==> src/rtl/ssq_pkg.sv <==
package ssq_pkg;

   typedef enum logic [2:0] {
      ST_IDLE   = 3'd0,
      ST_CHARGE = 3'd1,
      ST_RUN    = 3'd2,
      ST_DISCH  = 3'd3,
      ST_HOLD   = 3'd4,
      ST_FAULT  = 3'd5
   } ssq_state_e;

   typedef enum logic [2:0] {
      RC_KEEP = 3'd0,
      RC_ZERO = 3'd1,
      RC_LOAD = 3'd2,
      RC_UP   = 3'd3,
      RC_DOWN = 3'd4
   } ramp_cmd_e;

endpackage

==> src/rtl/ssq_ramp.sv <==
module ssq_ramp
   import ssq_pkg::*;
#(
   parameter int RAMP_W = 8,
   parameter int STEP   = 8,
   parameter int DSTEP  = 8,
   parameter int PRESET = 64
) (
   input  logic              clk,
   input  logic              rst_n,
   input  ramp_cmd_e         cmd_i,
   output logic [RAMP_W-1:0] ramp_o,
   output logic              at_zero_o,
   output logic              at_full_o,
   output logic              near_full_o
);

   localparam logic [RAMP_W:0]   FULL_X   = (RAMP_W+1)'((1 << RAMP_W) - 1);
   localparam logic [RAMP_W:0]   STEP_X   = (RAMP_W+1)'(STEP);
   localparam logic [RAMP_W:0]   DSTEP_X  = (RAMP_W+1)'(DSTEP);
   localparam logic [RAMP_W-1:0] PRESET_V = RAMP_W'(PRESET);

   logic [RAMP_W-1:0] ramp_q;
   logic [RAMP_W-1:0] ramp_d;
   logic [RAMP_W:0]   up_sum;
   logic [RAMP_W-1:0] up_val;
   logic [RAMP_W-1:0] dn_val;

   // charge and discharge paths, both clamped at the rails
   always_comb begin
      up_sum = {1'b0, ramp_q} + STEP_X;
      up_val = (up_sum >= FULL_X) ? FULL_X[RAMP_W-1:0] : up_sum[RAMP_W-1:0];
      dn_val = ({1'b0, ramp_q} > DSTEP_X) ? (ramp_q - DSTEP_X[RAMP_W-1:0]) : '0;
   end

   always_comb begin
      case (cmd_i)
         RC_ZERO: ramp_d = '0;
         RC_LOAD: ramp_d = PRESET_V;
         RC_UP:   ramp_d = up_val;
         RC_DOWN: ramp_d = dn_val;
         default: ramp_d = ramp_q;
      endcase
   end

   always_ff @(posedge clk or negedge rst_n) begin
      if (!rst_n) ramp_q <= '0;
      else        ramp_q <= ramp_d;
   end

   assign ramp_o      = ramp_q;
   assign at_zero_o   = (ramp_q == '0);
   assign at_full_o   = (ramp_q == FULL_X[RAMP_W-1:0]);
   assign near_full_o = (up_sum >= FULL_X);

endmodule

==> src/rtl/ssq_trip_cnt.sv <==
module ssq_trip_cnt #(
   parameter int CNT_W = 2
) (
   input  logic             clk,
   input  logic             rst_n,
   input  logic             clr_i,
   input  logic             inc_i,
   output logic [CNT_W-1:0] cnt_o
);

   localparam logic [CNT_W-1:0] CNT_MAX = {CNT_W{1'b1}};

   logic [CNT_W-1:0] cnt_q;

   // clear wins over increment; saturates at the top code
   always_ff @(posedge clk or negedge rst_n) begin
      if (!rst_n)                       cnt_q <= '0;
      else if (clr_i)                   cnt_q <= '0;
      else if (inc_i && cnt_q != CNT_MAX) cnt_q <= cnt_q + 1'b1;
   end

   assign cnt_o = cnt_q;

endmodule

==> src/rtl/ssq_ctrl.sv <==
module ssq_ctrl
   import ssq_pkg::*;
#(
   parameter int CNT_W    = 2,
   parameter int OC_LIMIT = 3
) (
   input  logic             clk,
   input  logic             rst_n,
   input  logic             por_all_i,
   input  logic             por_bias_i,
   input  logic             shdn_i,
   input  logic             oc_i,
   input  logic             ov_i,
   input  logic             luv_i,
   input  logic             suv_i,
   input  logic             at_zero_i,
   input  logic             at_full_i,
   input  logic             near_full_i,
   input  logic [CNT_W-1:0] cnt_i,
   output ssq_state_e       state_o,
   output ramp_cmd_e        cmd_o,
   output logic             cnt_inc_o,
   output logic             cnt_clr_o,
   output logic             fault_o
);

   localparam logic [CNT_W-1:0] LIMIT_V = CNT_W'(OC_LIMIT);

   ssq_state_e       st_q, st_d;
   ramp_cmd_e        cmd;
   logic             fault_q, fault_set, fault_clr;
   logic             enabled, trip;
   logic [CNT_W-1:0] cnt_next;

   always_comb begin
      enabled  = (st_q == ST_CHARGE) || (st_q == ST_RUN);
      // linear under-voltage is only honoured once the ramp is done
      trip     = enabled && (oc_i || (luv_i && st_q == ST_RUN));
      cnt_next = cnt_i + 1'b1;
   end

   always_comb begin
      st_d      = st_q;
      cmd       = RC_KEEP;
      cnt_inc_o = 1'b0;
      fault_set = 1'b0;
      fault_clr = !por_bias_i || shdn_i;
      cnt_clr_o = !por_bias_i || shdn_i;

      if (!por_all_i) begin
         st_d = ST_IDLE;
         cmd  = RC_ZERO;
      end else if (shdn_i) begin
         st_d = ST_DISCH;
         cmd  = RC_DOWN;
      end else if (fault_q || ov_i) begin
         fault_set = ov_i;
         st_d      = ST_FAULT;
         cmd       = RC_DOWN;
      end else if (trip) begin
         cnt_inc_o = 1'b1;
         if (cnt_next == LIMIT_V) begin
            fault_set = 1'b1;
            st_d      = ST_FAULT;
            cmd       = RC_DOWN;
         end else if (cnt_i == '0) begin
            st_d = ST_DISCH;
            cmd  = RC_DOWN;
         end else begin
            st_d = ST_HOLD;
            cmd  = RC_UP;
         end
      end else begin
         case (st_q)
            ST_IDLE: begin
               st_d = ST_CHARGE;
               cmd  = RC_LOAD;
            end
            ST_CHARGE: begin
               if (suv_i) begin
                  st_d = ST_DISCH;
                  cmd  = RC_DOWN;
               end else begin
                  cmd = RC_UP;
                  if (near_full_i) st_d = ST_RUN;
               end
            end
            ST_RUN: begin
               if (suv_i) begin
                  st_d = ST_DISCH;
                  cmd  = RC_DOWN;
               end
            end
            ST_DISCH: begin
               if (at_zero_i && !suv_i) begin
                  st_d = ST_CHARGE;
                  cmd  = RC_LOAD;
               end else begin
                  cmd = RC_DOWN;
               end
            end
            ST_HOLD: begin
               if (at_full_i) begin
                  st_d = ST_DISCH;
                  cmd  = RC_DOWN;
               end else begin
                  cmd = RC_UP;
               end
            end
            default: begin
               st_d = ST_DISCH;
               cmd  = RC_DOWN;
            end
         endcase
      end
   end

   always_ff @(posedge clk or negedge rst_n) begin
      if (!rst_n) begin
         st_q    <= ST_IDLE;
         fault_q <= 1'b0;
      end else begin
         st_q <= st_d;
         if (fault_clr)      fault_q <= 1'b0;
         else if (fault_set) fault_q <= 1'b1;
      end
   end

   assign state_o = st_q;
   assign cmd_o   = cmd;
   assign fault_o = fault_q;

endmodule

==> src/rtl/ssq_top.sv <==
module ssq_top
   import ssq_pkg::*;
#(
   parameter int RAMP_W   = 8,
   parameter int STEP     = 8,
   parameter int DSTEP    = STEP,
   parameter int VALLEY   = 96,
   parameter int CNT_W    = 2,
   parameter int OC_LIMIT = 3
) (
   input  logic              clk,
   input  logic              rst_n,
   input  logic [2:0]        por_ok_i,
   input  logic              shdn_i,
   input  logic              oc_pulse_i,
   input  logic              ov_i,
   input  logic              luv_i,
   input  logic              supply_uv_i,
   output logic [RAMP_W-1:0] ramp_o,
   output logic              out_en_o,
   output logic              pwm_ok_o,
   output logic              ramp_done_o,
   output logic [CNT_W-1:0]  oc_count_o,
   output logic              fault_o
);

   localparam int FULL   = (1 << RAMP_W) - 1;
   localparam int PRESET = (FULL + 1) / 4;
   localparam logic [RAMP_W-1:0] VALLEY_V = RAMP_W'(VALLEY);

   // elaboration-time parameter checks
   if (RAMP_W < 4 || RAMP_W > 16) begin : g_bad_w
      $error("ssq_top: RAMP_W out of range");
   end
   if (STEP < 1 || STEP >= FULL || DSTEP < 1 || DSTEP >= FULL) begin : g_bad_step
      $error("ssq_top: ramp step out of range");
   end
   if (VALLEY < 0 || VALLEY >= FULL) begin : g_bad_valley
      $error("ssq_top: VALLEY out of range");
   end
   if (OC_LIMIT < 1 || OC_LIMIT > (1 << CNT_W) - 1) begin : g_bad_lim
      $error("ssq_top: OC_LIMIT does not fit CNT_W");
   end

   ssq_state_e       state;
   ramp_cmd_e        cmd;
   logic             at_zero, at_full, near_full;
   logic             cnt_inc, cnt_clr;
   logic [CNT_W-1:0] cnt;

   ssq_ramp #(
      .RAMP_W (RAMP_W),
      .STEP   (STEP),
      .DSTEP  (DSTEP),
      .PRESET (PRESET)
   ) u_ramp (
      .clk         (clk),
      .rst_n       (rst_n),
      .cmd_i       (cmd),
      .ramp_o      (ramp_o),
      .at_zero_o   (at_zero),
      .at_full_o   (at_full),
      .near_full_o (near_full)
   );

   ssq_trip_cnt #(
      .CNT_W (CNT_W)
   ) u_cnt (
      .clk   (clk),
      .rst_n (rst_n),
      .clr_i (cnt_clr),
      .inc_i (cnt_inc),
      .cnt_o (cnt)
   );

   ssq_ctrl #(
      .CNT_W    (CNT_W),
      .OC_LIMIT (OC_LIMIT)
   ) u_ctrl (
      .clk         (clk),
      .rst_n       (rst_n),
      .por_all_i   (&por_ok_i),
      .por_bias_i  (por_ok_i[0]),
      .shdn_i      (shdn_i),
      .oc_i        (oc_pulse_i),
      .ov_i        (ov_i),
      .luv_i       (luv_i),
      .suv_i       (supply_uv_i),
      .at_zero_i   (at_zero),
      .at_full_i   (at_full),
      .near_full_i (near_full),
      .cnt_i       (cnt),
      .state_o     (state),
      .cmd_o       (cmd),
      .cnt_inc_o   (cnt_inc),
      .cnt_clr_o   (cnt_clr),
      .fault_o     (fault_o)
   );

   assign out_en_o    = (state == ST_CHARGE) || (state == ST_RUN);
   assign ramp_done_o = (state == ST_RUN);
   assign pwm_ok_o    = out_en_o && (ramp_o > VALLEY_V);
   assign oc_count_o  = cnt;

endmodule

==> config.mk <==
export PLATFORM = sky130hd
export DESIGN_NAME = ssq_top
export DESIGN_NICKNAME = d
export VERILOG_FILES = /design/src/rtl/ssq_pkg.sv /design/src/rtl/ssq_ramp.sv /design/src/rtl/ssq_trip_cnt.sv /design/src/rtl/ssq_ctrl.sv /design/src/rtl/ssq_top.sv
export SDC_FILE = /design/constraint.sdc
export NUM_CORES = 1
export LEC_CHECK = 0
export BUFFER_PORTS_ARGS = -buffer_cell sky130_fd_sc_hd__buf_2
export CORE_MARGIN = 4
export CORE_UTILIZATION = 60
export DETAILED_ROUTE_END_ITERATION = 6
export GPL_ROUTABILITY_DRIVEN = 0
export PLACE_DENSITY_LB_ADDON = 0.1
export SLEW_MARGIN = 20
export SYNTH_ARGS = -nofsm -noshare
export SYNTH_HDL_FRONTEND = slang
export SYNTH_SLANG_ARGS = --single-unit
==> constraint.sdc <==
create_clock -name clk -period 4.1 [get_ports clk]
set_clock_uncertainty 0.15 [all_clocks]
set_input_delay 0.615 -clock clk [delete_from_list [all_inputs] [get_ports clk]]
set_output_delay 0.615 -clock clk [all_outputs]
set_load 0.02 [all_outputs]
==> results.sh <==
export IMPL_status="completed"
export IMPL_area_growth_pct=10.3
export IMPL_cts_sinks=12
export IMPL_synthTopCellsByCount="14 x nor2_1, 13 x inv_1, 12 x dfrtp_1"
export IMPL_end_kind="flip-flop"
export IMPL_grt_max_degree=13
export IMPL_port_buffers=23
export IMPL_seqPwrFrac=0.379
export IMPL_r2r_start="u_ramp.ramp_o[3]"
export IMPL_cts_resized=0
export IMPL_drive_gt1_frac=0.270
export IMPL_drv_cap=0
export IMPL_async_reset_ff_frac=1.00
export IMPL_max_slew_margin=0.756
export IMPL_drtPass1Iterations=4
export IMPL_synth_edf_count=0
export IMPL_finalMaxSlewViolations=0
export IMPL_power_internal_uw=237
export IMPL_netSwitchingFraction=0.407
export IMPL_ant_nets=0
export IMPL_cp_top_family="compound AO/OA/AOI/OAI gates"
export IMPL_hold_violations=0
export IMPL_fin_crit_sh=0.630
export IMPL_vias_per_cell=6.19
export IMPL_dieArea_um2=2990
export IMPL_path_class="reg2reg"
export IMPL_synthDistinctLibCells=60
export IMPL_p_clk_frac=0.233
export IMPL_arrival_ns=2.59
export IMPL_num_vias=1268
export IMPL_clock_path_buffers=2
export IMPL_slowest_delay_ns=0.51
export IMPL_htree_levels=1
export IMPL_cts_root_buf="clkbuf_4"
export IMPL_postCtsHoldBufs=0
export IMPL_io_pins=24
export IMPL_insertion_delay_ns=0.27
export IMPL_die_width_um=54.7
export IMPL_die_h_um=54.7
export IMPL_tightest_slew_ns=0.363
export IMPL_synth_area_um2=1310
export IMPL_ys_ff_latch=12
export IMPL_required_ns=4.11
export IMPL_postSynthAreaPerCell_um2=8.32
export IMPL_worstPathMaxFanout=9
export IMPL_path_cells="inv_1 > ha_1 > nor2b_1 > o21ai_1 > a21oi_1 > o31a_2 > a2bb2oi_2 > mux2_4"
export IMPL_rows=16
export IMPL_dp_hpwl_um=2550
export IMPL_grt_usage=0.242
export IMPL_drc=0
export IMPL_worstSetupStartpointType="flip-flop"
export IMPL_hold_path_class="in2async"
export IMPL_cts_tree="yes"
export IMPL_yosysMostFrequentCell="nor2_1"
export IMPL_grt_pass1_wl_um=5260
export IMPL_totalWireLength_um=3170
export IMPL_yosys_top_cells_area="dfrtp_1 23%, ha_1 6.7%, nor2_1 4.0%"
export IMPL_ir_drop_uv=236
export IMPL_finalNetCount=196
export IMPL_drt_initial_drc_count=62
export IMPL_synth_nets=174
export IMPL_yosysSeqAreaShare=0.230
export IMPL_synthCells=157
export IMPL_rsz0062_at_grt="false"
export IMPL_grt_ovfl_total=0
export IMPL_combinationalPowerShare=0.388
export IMPL_p_per_area_nw_per_um2=277
export IMPL_crit_slowest_cell="dfrtp_1"
export IMPL_synth_top_area_cell="dfrtp_1"
export IMPL_power_leakage_nw=0.650
export IMPL_cts_reportedPaths_clkPinSlew_ns=0.09
export IMPL_worst_path_buf_inv=1
export IMPL_post_cts_setup_buffer_count=0
export IMPL_pre_cts_ws_ns=1.55
export IMPL_start_util=0.646
export IMPL_switchingPower_uw=163
export IMPL_ys_warn_count=0
export IMPL_post_route_min_period_ns=2.58
export IMPL_coreArea_um2=2020
export IMPL_tns_ns=0
export IMPL_max_freq_mhz=387
export IMPL_synth_top_area_frac=0.230
export IMPL_setup_violations_final=0
export IMPL_crit_cells=8
export IMPL_dominantRegCellSynth="dfrtp_1"
export IMPL_r2r_cells=8
export IMPL_r2r_slack_ns=1.52
export IMPL_grt_pass1_vias=1208
export IMPL_diodes=0
export IMPL_antenna_found_initial=0
export IMPL_routedWlPerCell_um=15.5
export IMPL_setup_ws_ns=1.52
export IMPL_numCtsBuffers=3
export IMPL_timing_rr_end="u_ctrl.state_o[0]"
## layout make-up
| type | count | area (µm²) |
|---|---|---|
| multi-input cells | 125 | 901 |
| clock buffers | 4 | 36.3 |
| repair buffers | 23 | 115 |
| fillers | 165 | 581 |
| well taps | 27 | 33.8 |
| inverters | 14 | 55.1 |
| flip-flops and latches | 12 | 300 |
## metrics by stage
stage,power (mW),area [µm²],std cells,utilization,hold WS (ns)
final,0.399,1440,205,0.713,0.0566
after global routing,0.424,1440,205,0.713,0.0697
after CTS,0.398,1440,205,0.713,0.0657
after detailed placement,0.307,1410,201,0.695,0.357
after global placement,0.301,1410,201,0.695,0.353
after floorplan,0.266,1310,157,-,0.169
## layout by cell type (no fill, tap or decap), types with 2 or more instances in the layout
cell type,Yosys,layout
buf_2,1,23
nor2_1,14,14
inv_1,13,13
dfrtp_1,12,12
nand2_1,11,11
o21ai_0,8,8
a21oi_1,7,7
ha_1,7,7
nor3_1,5,5
o21ai_1,5,5
nand3_1,5,5
nand2b_1,3,3
a21o_1,3,3
o211ai_1,3,3
nor4_1,3,3
a31oi_1,3,3
clkbuf_4,1,3
and3_1,2,2
a21oi_4,2,2
and2_1,2,2
nor3_2,2,2
a221oi_2,2,2
o22ai_1,2,2
or3_1,2,2
mux2i_1,2,2
## sequential cells by signal (all words and copies together) (netlist names)
register	cells
u_cnt.cnt_o	2
u_ctrl.state_o	3
u_ramp.ramp_o	6
u_ctrl.fault_o	1
## metal layers
layer  global-route usage  routed length [µm]
met5                    0                   0
met2                0.378                1370
met4                0.104                  67
met3               0.0327                 275
met1                0.331                1460
## kinds of logic after synthesis
family,count (synthesis),share of synthesized area
DFF,12,0.230
and+or+nand+nor,59,0.251
xor gates and xnor gates,1,0.00671
muxes,3,0.0268
buffers and inverters,20,0.0805
AOI/OAI and AO/OA,55,0.338
adders and majority gates,7,0.0670
## power by group through the flow
stage	Clock, mW	Sequential, mW	Combinational (mW)
after global routing	0.101	0.153	0.170
after detailed placement	0	0.153	0.154
final	0.0931	0.151	0.155
after floorplan	0	0.151	0.115
after global placement	0	0.151	0.149
after CTS	0.0932	0.151	0.154
## worst max-delay path by stage
stage	slack, ns	startpoint	endpoint
2_1_floorplan	1.59	u_ramp.ramp_o[3]	u_ctrl.state_o[0]
3_3_place_gp	1.68	u_ramp.ramp_o[3]	u_ctrl.state_o[0]
3_5_place_dp	1.55	u_ramp.ramp_o[3]	u_ctrl.state_o[0]
4_1_cts	1.54	u_ramp.ramp_o[3]	u_ctrl.state_o[0]
5_1_grt	1.44	u_ramp.ramp_o[3]	u_ctrl.state_o[0]
6_report	1.52	u_ramp.ramp_o[3]	u_ctrl.state_o[0]
Power figures use the tool's default switching activity.
